<file path="src/rtl/rsc_pkg.sv">
package rsc_pkg;

    localparam int GPR_COUNT = 4;
    localparam int GPR_SEL_W = $clog2(GPR_COUNT);
    localparam int STATUS_W  = 8;
    localparam int BYTE_W    = 8;
    localparam int OP_W      = 4;

    typedef enum logic [OP_W-1:0] {
        OP_NOP      = 4'd0,
        OP_MOV      = 4'd1,
        OP_SP_LOAD  = 4'd2,
        OP_SP_READ  = 4'd3,
        OP_JUMP     = 4'd4,
        OP_CALL     = 4'd5,
        OP_PUSH     = 4'd6,
        OP_PUSH_ST  = 4'd7,
        OP_POP      = 4'd8,
        OP_POP_ST   = 4'd9,
        OP_LOAD     = 4'd10,
        OP_STORE    = 4'd11
    } rsc_op_e;

    typedef enum logic [1:0] {
        LDK_WORD   = 2'd0,
        LDK_BYTE   = 2'd1,
        LDK_STATUS = 2'd2
    } rsc_ldkind_e;

    typedef enum logic [1:0] {
        WSRC_GPR    = 2'd0,
        WSRC_PC     = 2'd1,
        WSRC_STATUS = 2'd2
    } rsc_wsrc_e;

    typedef struct packed {
        logic        mov;
        logic        sp_from_r0;
        logic        r0_from_sp;
        logic        pc_from_r0;
        logic        mem_access;
        logic        mem_write;
        logic        wide;
        logic        via_sp;
        logic        sp_down;
        logic        via_idx;
        rsc_ldkind_e ldkind;
        rsc_wsrc_e   wsrc;
    } rsc_ctl_t;

endpackage

</file>
<file path="src/rtl/rsc_decode.sv">
module rsc_decode
    import rsc_pkg::*;
(
    input  logic [OP_W-1:0] op_raw,
    input  logic            byte_mode,
    output rsc_ctl_t        ctl
);

    always_comb begin
        ctl        = '0;
        ctl.wide   = 1'b1;
        ctl.ldkind = LDK_WORD;
        ctl.wsrc   = WSRC_GPR;
        case (rsc_op_e'(op_raw))
            OP_MOV:     ctl.mov = 1'b1;
            OP_SP_LOAD: ctl.sp_from_r0 = 1'b1;
            OP_SP_READ: ctl.r0_from_sp = 1'b1;
            OP_JUMP:    ctl.pc_from_r0 = 1'b1;
            OP_CALL: begin
                ctl.pc_from_r0 = 1'b1;
                ctl.mem_access = 1'b1;
                ctl.mem_write  = 1'b1;
                ctl.via_sp     = 1'b1;
                ctl.sp_down    = 1'b1;
                ctl.wsrc       = WSRC_PC;
            end
            OP_PUSH: begin
                ctl.mem_access = 1'b1;
                ctl.mem_write  = 1'b1;
                ctl.via_sp     = 1'b1;
                ctl.sp_down    = 1'b1;
            end
            OP_PUSH_ST: begin
                ctl.mem_access = 1'b1;
                ctl.mem_write  = 1'b1;
                ctl.via_sp     = 1'b1;
                ctl.sp_down    = 1'b1;
                ctl.wide       = 1'b0;
                ctl.wsrc       = WSRC_STATUS;
            end
            OP_POP: begin
                ctl.mem_access = 1'b1;
                ctl.via_sp     = 1'b1;
            end
            OP_POP_ST: begin
                ctl.mem_access = 1'b1;
                ctl.via_sp     = 1'b1;
                ctl.wide       = 1'b0;
                ctl.ldkind     = LDK_STATUS;
            end
            OP_LOAD: begin
                ctl.mem_access = 1'b1;
                ctl.via_idx    = 1'b1;
                ctl.wide       = ~byte_mode;
                ctl.ldkind     = byte_mode ? LDK_BYTE : LDK_WORD;
            end
            OP_STORE: begin
                ctl.mem_access = 1'b1;
                ctl.mem_write  = 1'b1;
                ctl.via_idx    = 1'b1;
                ctl.wide       = ~byte_mode;
            end
            default: ;
        endcase
    end

endmodule

</file>
<file path="src/rtl/rsc_stepper.sv">
module rsc_stepper #(
    parameter int W = 16
) (
    input  logic [W-1:0] base,
    input  logic         wide,
    input  logic         down,
    output logic [W-1:0] result
);

    localparam logic [W-1:0] STEP_NARROW = W'(1);
    localparam logic [W-1:0] STEP_WIDE   = W'(2);

    logic [W-1:0] step;

    always_comb begin
        step   = wide ? STEP_WIDE : STEP_NARROW;
        result = down ? (base - step) : (base + step);
    end

endmodule

</file>
<file path="src/rtl/rsc_seq.sv">
module rsc_seq
    import rsc_pkg::*;
(
    input  logic                 clk,
    input  logic                 rst_n,
    input  logic                 start_read,
    input  logic [GPR_SEL_W-1:0] start_dst,
    input  rsc_ldkind_e          start_kind,
    input  logic                 rvalid,
    output logic                 ready,
    output logic                 resp_fire,
    output logic [GPR_SEL_W-1:0] pend_dst,
    output rsc_ldkind_e          pend_kind
);

    typedef struct packed {
        logic                 busy;
        logic [GPR_SEL_W-1:0] dst;
        rsc_ldkind_e          kind;
    } seq_t;

    seq_t seq_d, seq_q;

    always_comb begin
        seq_d = seq_q;
        if (!seq_q.busy) begin
            if (start_read) begin
                seq_d.busy = 1'b1;
                seq_d.dst  = start_dst;
                seq_d.kind = start_kind;
            end
        end else if (rvalid) begin
            seq_d.busy = 1'b0;
        end
    end

    always_ff @(posedge clk) begin
        if (!rst_n) begin
            seq_q.busy <= 1'b0;
            seq_q.dst  <= '0;
            seq_q.kind <= LDK_WORD;
        end else begin
            seq_q <= seq_d;
        end
    end

    assign ready     = ~seq_q.busy;
    assign resp_fire = seq_q.busy & rvalid;
    assign pend_dst  = seq_q.dst;
    assign pend_kind = seq_q.kind;

endmodule

</file>
<file path="src/rtl/rsc_regstack_core.sv">
module rsc_regstack_core
    import rsc_pkg::*;
#(
    parameter int              DATA_W = 16,
    parameter logic [DATA_W-1:0] PC_RST = '0,
    parameter logic [DATA_W-1:0] SP_RST = '0
) (
    input  logic                 clk,
    input  logic                 rst_n,
    input  logic                 cmd_valid,
    input  logic [OP_W-1:0]      cmd_op,
    input  logic [GPR_SEL_W-1:0] cmd_src,
    input  logic [GPR_SEL_W-1:0] cmd_dst,
    input  logic                 cmd_idx,
    input  logic                 cmd_byte,
    input  logic                 cmd_postinc,
    input  logic [STATUS_W-1:0]  cmd_ps,
    output logic                 ready,
    output logic                 mem_req,
    output logic                 mem_we,
    output logic                 mem_two_bytes,
    output logic [DATA_W-1:0]    mem_addr,
    output logic [DATA_W-1:0]    mem_wdata,
    input  logic                 mem_rvalid,
    input  logic [DATA_W-1:0]    mem_rdata,
    output logic                 ps_pop_valid,
    output logic [STATUS_W-1:0]  ps_pop_data,
    input  logic [GPR_SEL_W-1:0] rd_sel,
    output logic [DATA_W-1:0]    rd_data,
    output logic [DATA_W-1:0]    sp_out,
    output logic [DATA_W-1:0]    pc_out
);

    localparam int HI_PAD_W  = DATA_W - BYTE_W;
    localparam int ST_PAD_W  = DATA_W - STATUS_W;
    localparam logic [GPR_SEL_W-1:0] IDX_BASE = GPR_SEL_W'(2);

    typedef struct packed {
        logic [GPR_COUNT-1:0][DATA_W-1:0] gpr;
        logic [DATA_W-1:0]                sp;
        logic [DATA_W-1:0]                pc;
    } arch_t;

    arch_t arch_d, arch_q;

    rsc_ctl_t             ctl;
    logic                 accept;
    logic [GPR_SEL_W-1:0] idx_sel;
    logic [DATA_W-1:0]    idx_val;
    logic [DATA_W-1:0]    idx_step;
    logic [DATA_W-1:0]    sp_step;
    logic [DATA_W-1:0]    src_val;
    logic                 start_read;
    logic                 resp_fire;
    logic [GPR_SEL_W-1:0] pend_dst;
    rsc_ldkind_e          pend_kind;

    rsc_decode u_decode (
        .op_raw    (cmd_op),
        .byte_mode (cmd_byte),
        .ctl       (ctl)
    );

    rsc_stepper #(.W(DATA_W)) u_sp_step (
        .base   (arch_q.sp),
        .wide   (ctl.wide),
        .down   (ctl.sp_down),
        .result (sp_step)
    );

    rsc_stepper #(.W(DATA_W)) u_idx_step (
        .base   (idx_val),
        .wide   (ctl.wide),
        .down   (1'b0),
        .result (idx_step)
    );

    rsc_seq u_seq (
        .clk        (clk),
        .rst_n      (rst_n),
        .start_read (start_read),
        .start_dst  (cmd_dst),
        .start_kind (ctl.ldkind),
        .rvalid     (mem_rvalid),
        .ready      (ready),
        .resp_fire  (resp_fire),
        .pend_dst   (pend_dst),
        .pend_kind  (pend_kind)
    );

    // Command-side operand selection and memory request
    always_comb begin
        accept     = cmd_valid & ready;
        idx_sel    = IDX_BASE | GPR_SEL_W'(cmd_idx);
        idx_val    = arch_q.gpr[idx_sel];
        src_val    = arch_q.gpr[cmd_src];
        start_read = accept & ctl.mem_access & ~ctl.mem_write;

        mem_req       = accept & ctl.mem_access;
        mem_we        = accept & ctl.mem_access & ctl.mem_write;
        mem_two_bytes = ctl.wide;

        if (ctl.via_sp) begin
            mem_addr = ctl.sp_down ? sp_step : arch_q.sp;
        end else begin
            mem_addr = idx_val;
        end

        case (ctl.wsrc)
            WSRC_PC:     mem_wdata = arch_q.pc;
            WSRC_STATUS: mem_wdata = {{ST_PAD_W{1'b0}}, cmd_ps};
            default:     mem_wdata = ctl.wide ? src_val
                                              : {{HI_PAD_W{1'b0}}, src_val[BYTE_W-1:0]};
        endcase
    end

    // Next architectural state
    always_comb begin
        arch_d = arch_q;
        if (accept) begin
            if (ctl.mov && (cmd_src != cmd_dst)) begin
                arch_d.gpr[cmd_dst] = src_val;
            end
            if (ctl.sp_from_r0) begin
                arch_d.sp = arch_q.gpr[0];
            end
            if (ctl.r0_from_sp) begin
                arch_d.gpr[0] = arch_q.sp;
            end
            if (ctl.pc_from_r0) begin
                arch_d.pc = arch_q.gpr[0];
            end
            if (ctl.via_sp) begin
                arch_d.sp = sp_step;
            end
            if (ctl.via_idx && cmd_postinc) begin
                arch_d.gpr[idx_sel] = idx_step;
            end
        end
        if (resp_fire) begin
            case (pend_kind)
                LDK_WORD: arch_d.gpr[pend_dst] = mem_rdata;
                LDK_BYTE: arch_d.gpr[pend_dst] = {{HI_PAD_W{1'b0}}, mem_rdata[BYTE_W-1:0]};
                default:  ;
            endcase
        end
    end

    always_ff @(posedge clk) begin
        if (!rst_n) begin
            arch_q.gpr <= '0;
            arch_q.sp  <= SP_RST;
            arch_q.pc  <= PC_RST;
        end else begin
            arch_q <= arch_d;
        end
    end

    assign ps_pop_valid = resp_fire & (pend_kind == LDK_STATUS);
    assign ps_pop_data  = mem_rdata[STATUS_W-1:0];
    assign rd_data      = arch_q.gpr[rd_sel];
    assign sp_out       = arch_q.sp;
    assign pc_out       = arch_q.pc;

endmodule

</file>
<file path="config.mk">
export PLATFORM = sky130hd
export DESIGN_NAME = rsc_regstack_core
export DESIGN_NICKNAME = d
export VERILOG_FILES = /design/src/rtl/rsc_pkg.sv /design/src/rtl/rsc_decode.sv /design/src/rtl/rsc_stepper.sv /design/src/rtl/rsc_seq.sv /design/src/rtl/rsc_regstack_core.sv
export SDC_FILE = /design/constraint.sdc
export NUM_CORES = 1
export LEC_CHECK = 0
export ABC_AREA = 1
export BUFFER_PORTS_ARGS = -buffer_cell sky130_fd_sc_hd__buf_2
export CAP_MARGIN = 0
export CORE_MARGIN = 3
export CORE_UTILIZATION = 52
export CTS_BUF_LIST = sky130_fd_sc_hd__clkbuf_8
export DETAILED_ROUTE_END_ITERATION = 12
export GPL_TIMING_DRIVEN = 0
export PLACE_DENSITY = 0.77
export REMOVE_ABC_BUFFERS = 1
export SETUP_SLACK_MARGIN = 0.2
export SYNTH_ARGS = -nofsm -noshare
export SYNTH_HDL_FRONTEND = slang
export SYNTH_SLANG_ARGS = --single-unit
</file>
<file path="constraint.sdc">
create_clock -name clk -period 3.8 [get_ports clk]
set_input_delay 0.76 -clock clk [delete_from_list [all_inputs] [get_ports clk]]
set_output_delay 0.76 -clock clk [all_outputs]
set_load 0.02 [all_outputs]
</file>
## Word level (Yosys, flattened, before mapping)

Cells that the tools add are included.

| storage, ports and cells | value |
|---|---|
| register bits after elaboration | 101 |
| input port bits | 41 |
| output and inout bits | 93 |
| logic and storage cells | 111 |

| cells by class | value |
|---|---|
| $add $sub $neg | 3 |
| $lt $le $gt $ge | 8 |
| equal/unequal tests | 16 |
| muxes and demuxes | 49 |
| bitwise operators | 9 |
| reduce and logical (&&, ||, !) cells | 17 |

Operators with widths:

| cell | number |
|---|---|
| bitwise mux 64 bit | 4 |
| 2-to-1 mux 16 bit | 16 |
| 2-to-1 mux 64 bit | 4 |
| case mux 64 bit (2 select lines) | 1 |
| 2-to-1 mux 96 bit | 1 |
| binary-select mux 16 bit (select 2 bit) | 2 |
| demux 16 bit (select 2 bit) | 2 |
| adder 16 bit | 2 |
| case mux 16 bit (2 select lines) | 1 |
| demux 16 bit (select 1 bit) | 1 |
| equality test 4 x 3 -> 1 bit (second input constant) | 4 |
| equality test 4 bit (second input constant) | 4 |
| subtractor 16 bit | 1 |
| < comparator 2 x 3 -> 1 bit (second input constant) | 5 |
| 2-to-1 mux 1 bit | 12 |
| equality test 4 x 2 -> 1 bit (second input constant) | 2 |
| case mux 2 bit (2 select lines) | 2 |
| OR reduction 7 bit | 1 |
| AND 1 bit | 6 |
| >= comparator 2 x 1 -> 1 bit (second input constant) | 3 |
| AND reduction 2 bit | 3 |
| OR reduction 2 bit | 3 |
| logical AND 1 bit | 5 |
| 2-to-1 mux 5 bit | 1 |
| 12 further kinds | 16 |

## Longest topological paths before layout

Gate-level depths: netlist (run 1).

| depth | value |
|---|---|
| word-level depth | 15 |
| gate-level depth with buffers | 19 |
| mapped depth without buffers | 18 |

## By module

A second synthesis (run 1) with hierarchy kept.

| unflattened totals | value |
|---|---|
| cell total of the unflattened synthesis | 1,665 |
| area, all modules | 9,636.7 um^2 |

Modules (own cells, without submodules):

| module | times used | cells each | area each (um^2) | sequential area each (um^2) |
|---|---|---|---|---|
| rsc_regstack_core | 1 | 1,229 | 7,393.3 | 1,921.8 |
| rsc_stepper | 2 | 183 | 924.6 | 0.0 |
| rsc_seq | 1 | 36 | 245.2 | 100.1 |
| rsc_decode | 1 | 34 | 148.9 | 0.0 |

## Least setup slack after synthesis (run 1)

No wires, ideal clock.

| timing path | value |
|---|---|
| kind | input port to output port |
| start | input port cmd_op[1] |
| end | output port mem_addr[15] |
| arrival time | 3,427 ps |
| required time | 3,040 ps |
| slack | -387 ps |
| stages | 16 |
| buffers on the path | 2 |
| cells stage by stage | buf_6 > inv_1 > nand2_1 > nand2_2 > inv_2 > clkbuf_1 > ha_1 > a21oi_1 > nand2_1 > a21oi_1 > o21ai_0 > nand3_1 > nand3b_1 > nand2_1 > nand2_1 > a22oi_1 |

| between the ends | value |
|---|---|
| cells in the longest elaborated chain, start to end | 8 |
| elaborated cells between the ends (all ways) | 20 |
| those cells by class | 2 x add/sub; 7 x eq/ne; 7 x mux; 4 x reduce/logical |

RTL lines:

| element | RTL line | RTL |
|---|---|---|
| start, declared | rsc_regstack_core.sv:11 | `input logic [OP_W-1:0] cmd_op,` |
| equality test 4 bit or equality test 4 x 3 -> 1 bit (tied branches) | rsc_decode.sv:14 | `case (rsc_op_e'(op_raw))` |
| OR reduction 2 bit (no line) | - |  |
| case mux 1 bit (2 select lines) | rsc_decode.sv:14 |  |
| 2-to-1 mux 2 bit | rsc_stepper.sv:16 | `step = wide ? STEP_WIDE : STEP_NARROW;` |
| adder 16 bit or subtractor 16 bit (tied branches) | rsc_stepper.sv:17 | `result = down ? (base - step) : (base + step);` |
| 2-to-1 mux 16 bit | rsc_stepper.sv:17 |  |
| 2-to-1 mux 16 bit | rsc_regstack_core.sv:104 | `mem_addr = ctl.sp_down ? sp_step : arch_q.sp;` |
| 2-to-1 mux 16 bit (*) | rsc_regstack_core.sv:103 | `if (ctl.via_sp) begin` |
| end, declared | rsc_regstack_core.sv:22 | `output logic [DATA_W-1:0] mem_addr,` |

Every way passes the cells marked *; elsewhere a longest branch is shown, timed or not.

## Worst setup path after layout (run 1)

| timing path | value |
|---|---|
| start | input port cmd_op[3] |
| end | output port mem_addr[10] |

Same word-level chain as after synthesis.

==> results of run 1 <==
[cells by family (layout without fill, tap and decap cells)]
family	after synthesis	after routing
DFF	101	101
and+or+nand+nor	448	448
xor gates and xnor gates	11	11
adders and majority gates	20	20
AOI/OAI and AO/OA	561	561
buffers and inverters	274	341
[metrics by stage]
| step | instance area (sq um) | hold WS [ns] | setup TNS [ns] | worst slack (ns) | util [%] |
|---|---|---|---|---|---|
| final | 10080 | 0.5180 | -0.03024 | -0.02637 | 62.54 |
| after CTS | 9575 | 0.5121 | 0 | 0.08490 | 59.42 |
| after global routing | 10080 | 0.5326 | -0.3027 | -0.1252 | 62.54 |
| after global placement | 8885 | 0.4924 | -83.37 | -1.804 | 55.13 |
| after floorplan | 7949 | 0.4700 | -0.2885 | -0.1259 | - |
| after detailed placement | 8955 | 0.4958 | -13.65 | -0.9964 | 55.57 |
[cells in the final DEF, fill, tap and decap left out, types with 14 or more instances in the layout]
cell type	n
a21oi_1	201
buf_2	117
buf_4	43
dfxtp_1	101
ha_1	14
inv_1	120
nand2_1	224
nand3_1	71
nor2_1	78
o211ai_1	44
o21ai_0	222
o22ai_1	21
[cell usage after synthesis (2+ instances only)]
cell and number:
nand2_1 235, o21ai_0 230, a21oi_1 208, inv_1 130, dfxtp_1 101, nand3_1 82
nor2_1 82, clkbuf_1 61, o211ai_1 44, buf_4 43, o22ai_1 23, ha_1 19
buf_2 14, a31oi_1 13, nand4_1 12, a22oi_1 9, inv_2 9, nand2_2 9
xor2_1 9, nor2_2 8, o21ai_1 8, o21bai_1 8, buf_1 6, buf_6 5
a211oi_1 4, clkinv_1 4, nand3b_1 4, nor2_4 3, nor3_1 3, o21ai_2 3
or2_2 3, a21o_1 2, o21a_1 2, o31ai_1 2, xnor2_1 2
[final timing paths]
| check | startpoint | end | cells past startpoint |
|---|---|---|---|
| hold reg to reg | arch_q[47]$_SDFF_PN0_ | arch_q[47]$_SDFF_PN0_ | 2 |
| setup reg to reg | u_seq.seq_q[4]$_SDFF_PN0_ | sp_out[0]$_SDFFE_PN0P_ | 7 |
| setup / recovery | cmd_op[3] | mem_addr[10] | 20 |
| hold / removal | arch_q[47]$_SDFF_PN0_ | arch_q[47]$_SDFF_PN0_ | 2 |
[worst max-delay path, cell delays in order]
cell and delay (ns):
buf_8 0.09, inv_4 0.04, nor2_4 0.14, nand2_4 0.08, nand2_4 0.09, nand2_4 0.06
inv_4 0.06, ha_4 0.13, inv_4 0.04, fa_2 0.37, nand3_2 0.08, nand3_2 0.10
a21oi_2 0.20, o21ai_2 0.11, a21oi_2 0.17, or2_4 0.14, nand3_2 0.05, o211ai_1 0.10
nand2_1 0.10, buf_6 0.14
[timing repair]
item,CTS,global route
endpoints found under the setup margin,24,41
buffers inserted,14,29
gates cloned,2,1
resized for setup,72,60
pin swaps,18,28
hold buffers,0,0
[final cells by class]
type | count | area [sq um] | area share, %
Multi-Input combinational cell | 1040 | 5747 | 57.02
Sequential cell | 101 | 2022 | 20.06
Timing Repair Buffer | 180 | 1171 | 11.62
Inverter | 144 | 591.8 | 5.872
Tap cell | 216 | 270.3 | 2.682
Clock inverter | 5 | 125.1 | 1.241
Clock buffer | 9 | 123.9 | 1.229
Timing Repair inverter | 3 | 27.53 | 0.2731
[power breakdown]
part,internal [W],leakage (nW),total (W),switching (W)
Combinational,0.000324,3.42,0.000957,0.000633
Sequential,0.00111,0.822,0.00118,0.0000670
Clock,0.000496,0.125,0.000930,0.000434
Total,0.00193,4.37,0.00306,0.00113
[metal layers]
metal / GRT usage, % / vias to the layer above / share of wire (%)
li1: - / 4953 / -
met1: 46.17 / 4835 / 39
met2: 53.95 / 749 / 44
met3: 8.830 / 144 / 13
met4: 14.39 / 0 / 4.3
met5: 0 / - / 0
[registers in the layout, indices dropped and copies added, names as in the netlist]
signal           count
arch_q              64
pc_out              16
sp_out              16
u_seq.pend_dst       2
u_seq.pend_kind      2
u_seq.seq_q          1
==> results by group, run 1 <==
Clock tree
  – Total CTS buffers: 9
  – Clk slew on worst S/H paths: 0.10 ns
  – Clk Latency, worst-skew pair: 0.42 ns
  – Max clock buf depth: 2
  – Clk sinks: 101
  – TritonCTS clock tree: done
  – Clock Tree Root: clkbuf_8
  – H-tree depth: 3

STA
  – Max Slew Vio Count: 0
  – Post-route setup slack: -0.02637 ns
  – Period utilization: 100.7%
  – RSZ-0062 raised after global routing: true
  – Rel. slew slack: ~11%
  – Hold Fails Final Rpt: 0
  – Min Tclk post-route: 3.826 ns
  – Least-Margin Pin Slew: ~1.3 ns
  – Maximum achievable frequency: 261.3 MHz
  – Final number of setup-violating endpoints: 2
  – Clock skew: 0.01665 ns

Worst setup path
  – Type of origin of the critical path: input pin
  – Crit. End Element: output port
  – R2r setup slk: 1.00 ns
  – Critical Path Fanout Max: 4
  – Required time of the critical path: around 3 ns
  – Crit path DAT: ~3.1 ns
  – Class of the most critical setup path: input pin to output port

Synthesis
  – Synth area leader: dfxtp_1
  – Seq/Total Area, Yosys: a little under a quarter
  – Post-Synth XOR/XNOR Area: 1.111%
  – Distinct cells, synth: 50
  – Largest family of logic cells by synthesized area: compound AO/OA/AOI/OAI gates
  – Number of synthesized flops with an enable pin: 0
  – Cell area after synthesis: 0.008670 sq mm
  – Yosys warnings: 0
  – Syn Inst Count: 1415
  – Multiplexer share of the synthesized area: 0%
  – Primary FF master, synth: dfxtp_1
  – Post-synthesis simple-gate area fraction: 22.64%
  – Synth top area share: 23.32%
  – Async set-reset flop share out of synthesis: 0%
  – Post-synthesis compound-gate area fraction: 35.37%
  – Post-Synth Adder-Cell Area: 2.973%
  – Synth top area cells: dfxtp_1 23%, o21ai_0 13%, a21oi_1 12%
  – Post-Syn Area per Cell: 6.127 sq um
  – Flop and latch count out of synthesis: 101

Run
  – Max-Cap Viols: 0

Floorplan
  – Core area: 0.01612 sq mm
  – I/O pins: 134
  – Die ar.: 0.01826 sq mm
  – Die Ht: 135.1 um
  – DIE WIDTH: 135.1 um
  – Placement Rows: 46
  – Starting Density: 53.80%

Status
  – Failing checks: negative setup slack
  – Outcome: complete, but fails checks

Route
  – Via count: 10680
  – Final ANT Viol Nets: 0
  – DR WL/cell: 19.77 um
  – DRT iter0 DRCs: 1449
  – DR pass1 iterations: 6
  – DR DRC count: 0
  – Vias per inst: 6.290
  – DRT Wirelength: between 30 and 40 mm

Global routing
  – Largest net degree at the start of global routing: 90
  – GRT Residual Overflow: 0
  – First-pass GRT wire length: 50.41 mm
  – GRT Util Overall: between 30% and 40%
  – Via count of the first global-routing pass: 9551
  – Initial antenna violation count: 0

Final layout
  – Filler Cell Count: 1525
  – Area grow syn2layout: 16.25%
  – Nets: 1540
  – Inserted Diodes: 0
  – Ratio of cells with drive above 1 in the final layout: 20.24%
  – Post-Layout Cell Count: about 1700

Worst hold path
  – Worst hold path type: register to register

Pwr
  – Power density cells: 303.9 mW/mm^2
  – Pwr Total: 0.003063 W
  – Leakage power: 4.368 nW
  – Peak VDD IR: 0.0002170 V

Placement
  – Final RePlAce weighted congestion: 1.010
  – Placed cells: 1638
  – Hpwl dp: about 21 mm
  – PortBufs: 133
No activity file was read; power rests on OpenSTA's default activity.
==> run 2, diff against run 1 <==
--- a/config.mk
+++ b/config.mk
@@ -8,12 +8,12 @@
 export ABC_AREA = 1
 export BUFFER_PORTS_ARGS = -buffer_cell sky130_fd_sc_hd__buf_2
 export CAP_MARGIN = 0
-export CORE_MARGIN = 3
+export CORE_MARGIN = 5
 export CORE_UTILIZATION = 52
 export CTS_BUF_LIST = sky130_fd_sc_hd__clkbuf_8
 export DETAILED_ROUTE_END_ITERATION = 12
 export GPL_TIMING_DRIVEN = 0
-export PLACE_DENSITY = 0.77
+export PLACE_DENSITY = 0.74
 export REMOVE_ABC_BUFFERS = 1
 export SETUP_SLACK_MARGIN = 0.2
 export SYNTH_ARGS = -nofsm -noshare
==> constraint.sdc (replaced) <==
create_clock -name clk -period 4.3 [get_ports clk]
set_input_delay 0.86 -clock clk [delete_from_list [all_inputs] [get_ports clk]]
set_output_delay 0.86 -clock clk [all_outputs]
set_load 0.02 [all_outputs]
==> results by group, run 2 (same netlist as run 1, synthesis figures left out) <==
STA
  – Period utilization: a little over nine tenths
  – Maximum achievable frequency: 241.5 MHz
  – Least-Margin Pin Slew: around 1.4 ns
  – Rel. slew slack: 8.204%
  – Final number of setup-violating endpoints: 0
  – Setup TNS: 0 ns
  – Clock skew: 0.01387 ns
  – Max Slew Vio Count: 0
  – Hold Fails Final Rpt: 0
  – Post-route setup slack: around 0.16 ns
  – RSZ-0062 raised after global routing: true
  – Min Tclk post-route: 4.141 ns

Route
  – Vias per inst: a little over 6
  – Via count: ~10000
  – DRT Wirelength: 32.34 mm
  – DRT iter0 DRCs: roughly 1300
  – DR DRC count: 0
  – DR pass1 iterations: 6
  – Final ANT Viol Nets: 0
  – DR WL/cell: about 19 um

Global routing
  – Initial antenna violation count: 0
  – Via count of the first global-routing pass: between 9000 and 10000
  – GRT Util Overall: 31.37%
  – GRT Residual Overflow: 0
  – First-pass GRT wire length: 49.27 mm
  – Largest net degree at the start of global routing: 90

Worst setup path
  – Type of origin of the critical path: input pin
  – Class of the most critical setup path: input pin to output port
  – Crit. End Element: output port
  – Required time of the critical path: between 3 and 4 ns
  – Crit path DAT: between 3 and 4 ns
  – Critical Path Fanout Max: 36

Clock tree
  – Clk sinks: 101
  – H-tree depth: 3
  – Total CTS buffers: 9
  – TritonCTS clock tree: done
  – Clock Tree Root: clkbuf_8
  – Clk slew on worst S/H paths: 0.09 ns
  – Clk Latency, worst-skew pair: roughly 0.4 ns
  – Hold buffers post-CTS: 0
  – Max clock buf depth: 2

Floorplan
  – Core area: ~0.016 sq mm
  – DIE WIDTH: 139.1 um
  – I/O pins: 134
  – Die Ht: 139.1 um
  – Starting Density: 52.65%
  – Placement Rows: 47
  – Die ar.: 0.01935 sq mm

Final layout
  – Most frequent cells in the layout: 229 x nand2_1, 224 x o21ai_0, 202 x a21oi_1
  – Inserted Diodes: 0
  – Area grow syn2layout: 10.42%
  – Most flop-heavy register: arch_q
  – Final core utilization: between 50% and 60%
  – Nets: 1513
  – Ratio of cells with drive above 1 in the final layout: between 10% and 20%
  – Final instance area: 0.009573 sq mm
  – Commonest non-fill, non-tap cell in the layout: nand2_1
  – Number of flip-flops in the largest register: 64

Pwr
  – Peak VDD IR: 0.0001387 V
  – Power density cells: 257.1 mW/mm^2
  – Leakage power: 4.164 nW

Run
  – Max-Cap Viols: 0

Placement
  – Hpwl dp: 21.91 mm
  – Placed cell area: 0.008987 sq mm
  – PortBufs: 133
  – Final RePlAce weighted congestion: 0.9735
  – Pre-CTS setup slack: -0.5952 ns

Worst hold path
  – Worst hold path type: register to register

Status
  – Outcome: completed
## run 2: changes by cell type in the layout (fill, tap and decap cells not counted), sizes merged
| cell | delta |
|---|---|
| buf | -25 |
| bufinv | -3 |
| inv | +3 |
| clkinvlp | -1 |
| nor2 | +1 |
## run 2: through the flow
step / std cells / hold slack [ns] / power (W)
after floorplan: 1285 / 0.4700 / 0.001491
after global placement: 1638 / 0.4929 / 0.001750
after detailed placement: 1643 / 0.4983 / 0.001767
after CTS: 1667 / 0.5171 / 0.002408
after global routing: 1677 / 0.5544 / 0.002569
final: 1677 / 0.5169 / 0.002461
## run 2: worst paths after layout
check | start | endpoint | depth (start not counted) | slack, ns
setup / recovery | cmd_op[2] | mem_addr[11] | 16 | 0.16
hold reg to reg | arch_q[41]$_SDFF_PN0_ | arch_q[41]$_SDFF_PN0_ | 2 | 0.52
setup reg to reg | u_seq.seq_q[4]$_SDFF_PN0_ | arch_q[50]$_SDFF_PN0_ | 9 | 1.50
hold / removal | arch_q[41]$_SDFF_PN0_ | arch_q[41]$_SDFF_PN0_ | 2 | 0.52
## run 2: metal layers
| layer | track usage, % | part of all wire, % |
|---|---|---|
| met5 | 0 | 0 |
| met2 | 48.17 | 44 |
| met4 | 13.49 | 3.6 |
| met1 | 43.07 | 42 |
| met3 | 5.931 | 11 |
## run 2: cell type report
class / count / area [sq um]
Timing Repair inverter: 1 / 7.507
Multi-Input combinational cell: 1041 / 5607
Timing Repair Buffer: 154 / 893.4
Clock inverter: 6 / 55.05
Sequential cell: 101 / 2022
Tap cell: 220 / 275.3
Inverter: 144 / 575.6
Fill cell: 1670 / 6893
Clock buffer: 10 / 137.6
## run 2: where the power goes
group | switching, W | internal, W
registers | 0.0000585 | 0.000980
clock network | 0.000369 | 0.000281
logic | 0.000527 | 0.000245
total | 0.000954 | 0.00151
## run 2: worst max-delay path: stages
cell and delay (ns):
buf_2 0.13, inv_2 0.08, nor2_4 0.05, buf_4 0.15
nand2_8 0.11, clkinv_16 0.13, ha_1 0.41, nand2_1 0.11
nor2_1 0.28, nand4_1 0.22, o211ai_1 0.13, nand2_1 0.09
nand3_1 0.09, o211ai_1 0.08, o21ai_0 0.12, buf_2 0.21
## run 2: timing repair
item	CTS	global route
resized for setup	34	30
gates cloned	0	2
buffers inserted	8	8
pin swaps	7	8
endpoints found under the setup margin	18	20
==> run 3, diff against run 2 <==
--- a/config.mk
+++ b/config.mk
@@ -13,9 +13,9 @@
 export CTS_BUF_LIST = sky130_fd_sc_hd__clkbuf_8
 export DETAILED_ROUTE_END_ITERATION = 12
 export GPL_TIMING_DRIVEN = 0
-export PLACE_DENSITY = 0.74
+export PLACE_DENSITY = 0.73
 export REMOVE_ABC_BUFFERS = 1
-export SETUP_SLACK_MARGIN = 0.2
 export SYNTH_ARGS = -nofsm -noshare
 export SYNTH_HDL_FRONTEND = slang
+export SYNTH_HIERARCHICAL = 1
 export SYNTH_SLANG_ARGS = --single-unit
==> results by group, run 3 <==
Route
  – Vias per inst: 5.790
  – DR WL/cell: 17.90 um
  – DRT iter0 DRCs: 1256
  – DRT Wirelength: about 35 mm
  – Via count: around 11000
  – Final ANT Viol Nets: 0
  – DR pass1 iterations: 6
  – DR DRC count: 0

Synthesis
  – Number of synthesized flops with an enable pin: 0
  – Flop and latch count out of synthesis: between 100 and 150
  – Cell with the most instances after synthesis: nand2_1
  – Distinct cells, synth: 43
  – Yosys warnings: 6
  – Post-Syn Area per Cell: 5.788 sq um
  – Seq/Total Area, Yosys: 20.98%
  – Syn Inst Count: 1665
  – Cell area after synthesis: 0.009637 sq mm
  – Async set-reset flop share out of synthesis: 0%
  – Synth top area share: 20.98%
  – Synth top area cells: dfxtp_1 21%, nand2_1 18%, a21oi_1 10%
  – Commonest cells in the netlist: 472 x nand2_1, 201 x inv_1, 193 x a21oi_1
  – Synth area leader: dfxtp_1
  – Primary FF master, synth: dfxtp_1

Placement
  – Final RePlAce weighted congestion: 0.9525
  – Placed cells: 1910
  – Placed cell area: 0.009932 sq mm
  – Hpwl dp: 23.87 mm
  – Pre-CTS setup slack: -0.2967 ns
  – PortBufs: 133

Worst setup path
  – CP most frequent cell: nand2_2
  – Crit path DAT: 3.31 ns
  – CP max stage delay: 0.35 ns
  – Critical path's slowest cell: ha_1
  – Critical Path Fanout Max: 12
  – Required time of the critical path: 3.44 ns
  – Class of the most critical setup path: input pin to output port
  – Type of origin of the critical path: input pin
  – Crit. End Element: output port
  – Crit path cell chain: buf_2 > inv_2 > nand2_2 > nand2_2 > clkinvlp_4 > buf_12 > ha_1 > a21oi_1 > nand2_2 > nand2_1 > nand2_2 > nand2_1 > nand3_1 > nand2_1 > nor2_1 > o22ai_1 > buf_2

Final layout
  – Post-Layout Cell Count: roughly 1900
  – Area grow syn2layout: 5.622%
  – Most frequent cells in the layout: 469 x nand2_1, 202 x inv_1, 193 x a21oi_1
  – Nets: roughly 1800
  – Inserted Diodes: 0
  – Final instance area: 0.01018 sq mm
  – Ratio of cells with drive above 1 in the final layout: 12.93%
  – Number of flip-flops in the largest register: 64
  – Most flop-heavy register: arch_q
  – Commonest non-fill, non-tap cell in the layout: nand2_1

Global routing
  – Initial antenna violation count: 0
  – Via count of the first global-routing pass: 9999
  – GRT Residual Overflow: 0
  – Largest net degree at the start of global routing: 91
  – GRT Util Overall: 30.68%
  – First-pass GRT wire length: 53.11 mm

STA
  – Rel. slew slack: 20.28%
  – Hold Fails Final Rpt: 0
  – Clock skew: 0.01629 ns
  – Post-route setup slack: 0.1303 ns
  – Max Slew Vio Count: 0
  – Maximum achievable frequency: ~240 MHz
  – Final number of setup-violating endpoints: 0
  – Least-Margin Pin Slew: ~1.2 ns
  – Min Tclk post-route: 4.170 ns
  – Period utilization: 96.97%

Clock tree
  – Max clock buf depth: 2
  – Hold buffers post-CTS: 0
  – Clk sinks: between 100 and 150
  – Clk slew on worst S/H paths: 0.11 ns
  – Clk Latency, worst-skew pair: 0.40 ns
  – TritonCTS clock tree: done
  – H-tree depth: 3
  – Total CTS buffers: 9
  – Clock Tree Root: clkbuf_8

Pwr
  – Peak VDD IR: 0.0001516 V
  – Power density cells: 243.3 mW/mm^2
  – Leakage power: between 5 and 6 nW

Floorplan
  – Die Ht: between 100 and 150 um
  – Die ar.: about 0.021 sq mm
  – DIE WIDTH: ~150 um
  – Core area: 0.01809 sq mm
  – Placement Rows: 49
  – I/O pins: 134
  – Starting Density: around 53%

Status
  – Outcome: completed

Worst hold path
  – Worst hold path type: register to register

Run
  – Max-Cap Viols: 0
==> run 3: changes by cell type after synthesis, sizes merged, moves of 12 or more <==
cell	delta
o211ai	-16
buf	+12
inv	+74
nand2	+242
ha	+13
or2	+13
o21ai	-63
a21oi	-15
==> run 3: cell families after synthesis <==
| family | count (synthesis) | synth area share [%] |
|---|---|---|
| buf+inv | 348 | 16.23 |
| simple gates | 707 | 31.06 |
| compound gates | 458 | 25.67 |
| flops | 101 | 20.98 |
| other cells | 1 | 0.03891 |
| xor+xnor | 16 | 1.454 |
| fa+ha+maj | 34 | 4.570 |
==> run 3: layer usage <==
| metal | vias up | part of all wire [%] | global-route usage [%] |
|---|---|---|---|
| li1 | 5442 | - | - |
| met4 | 0 | 2.6 | 10.68 |
| met2 | 667 | 44 | 48.46 |
| met1 | 4978 | 41 | 41.01 |
| met3 | 88 | 12 | 7.468 |
| met5 | - | 0 | 0 |
==> run 3: cell type report <==
type,instances,area (sq um)
fillers,1833,7908
multi-input cells,1230,6137
flip-flops and latches,101,2022
inverters,215,815.8
repair buffers,139,742.0
well taps,229,286.5
clock buffers,10,137.6
clock inverters,5,30.03
repair inverters,1,7.507
==> run 3: path summary, 6_finish.rpt <==
| path | start | to | slack (ns) | cells after the start |
|---|---|---|---|---|
| setup reg to reg | u_seq/seq_q[4]$_SDFF_PN0_ | pc_out[12]$_SDFFE_PN0P_ | 1.00 | 6 |
| hold / removal | pc_out[15]$_SDFFE_PN0P_ | pc_out[15]$_SDFFE_PN0P_ | 0.48 | 2 |
| hold reg to reg | pc_out[15]$_SDFFE_PN0P_ | pc_out[15]$_SDFFE_PN0P_ | 0.48 | 2 |
| setup / recovery | cmd_op[1] | mem_addr[11] | 0.13 | 17 |
==> run 3: critical path, delay by kind of cell <==
family | cells | cell delay (ns)
simple gates | 9 | 0.92
buf+inv | 5 | 0.75
compound gates | 2 | 0.40
fa+ha+maj | 1 | 0.35
==> run 3: timing repair <==
action / 4_1_cts / 5_1_grt
setup buffers: 1 / 3
gates cloned: 1 / 0
pin swaps: 0 / 1
endpoints found under the setup margin: 12 / 15
resized for setup: 3 / 8
==> run 3: per-stage QoR <==
stage	hold WS (ns)	power, W	util [%]	setup TNS (ns)
floorplan	0.4899	0.001574	-	-10.52
global placement	0.4572	0.001852	54.68	-89.29
detailed placement	0.4645	0.001858	54.92	-2.170
CTS	0.4788	0.002442	56.03	0
global route	0.5054	0.002600	56.28	-0.009983
finish	0.4792	0.002477	56.28	0
==> run 3: where the power goes <==
part	internal [W]	leakage, nW	total, W	switching [W]
sequential	0.000969	0.819	0.00102	0.0000532
clock	0.000220	0.0830	0.000601	0.000380
combinational	0.000261	4.13	0.000854	0.000592
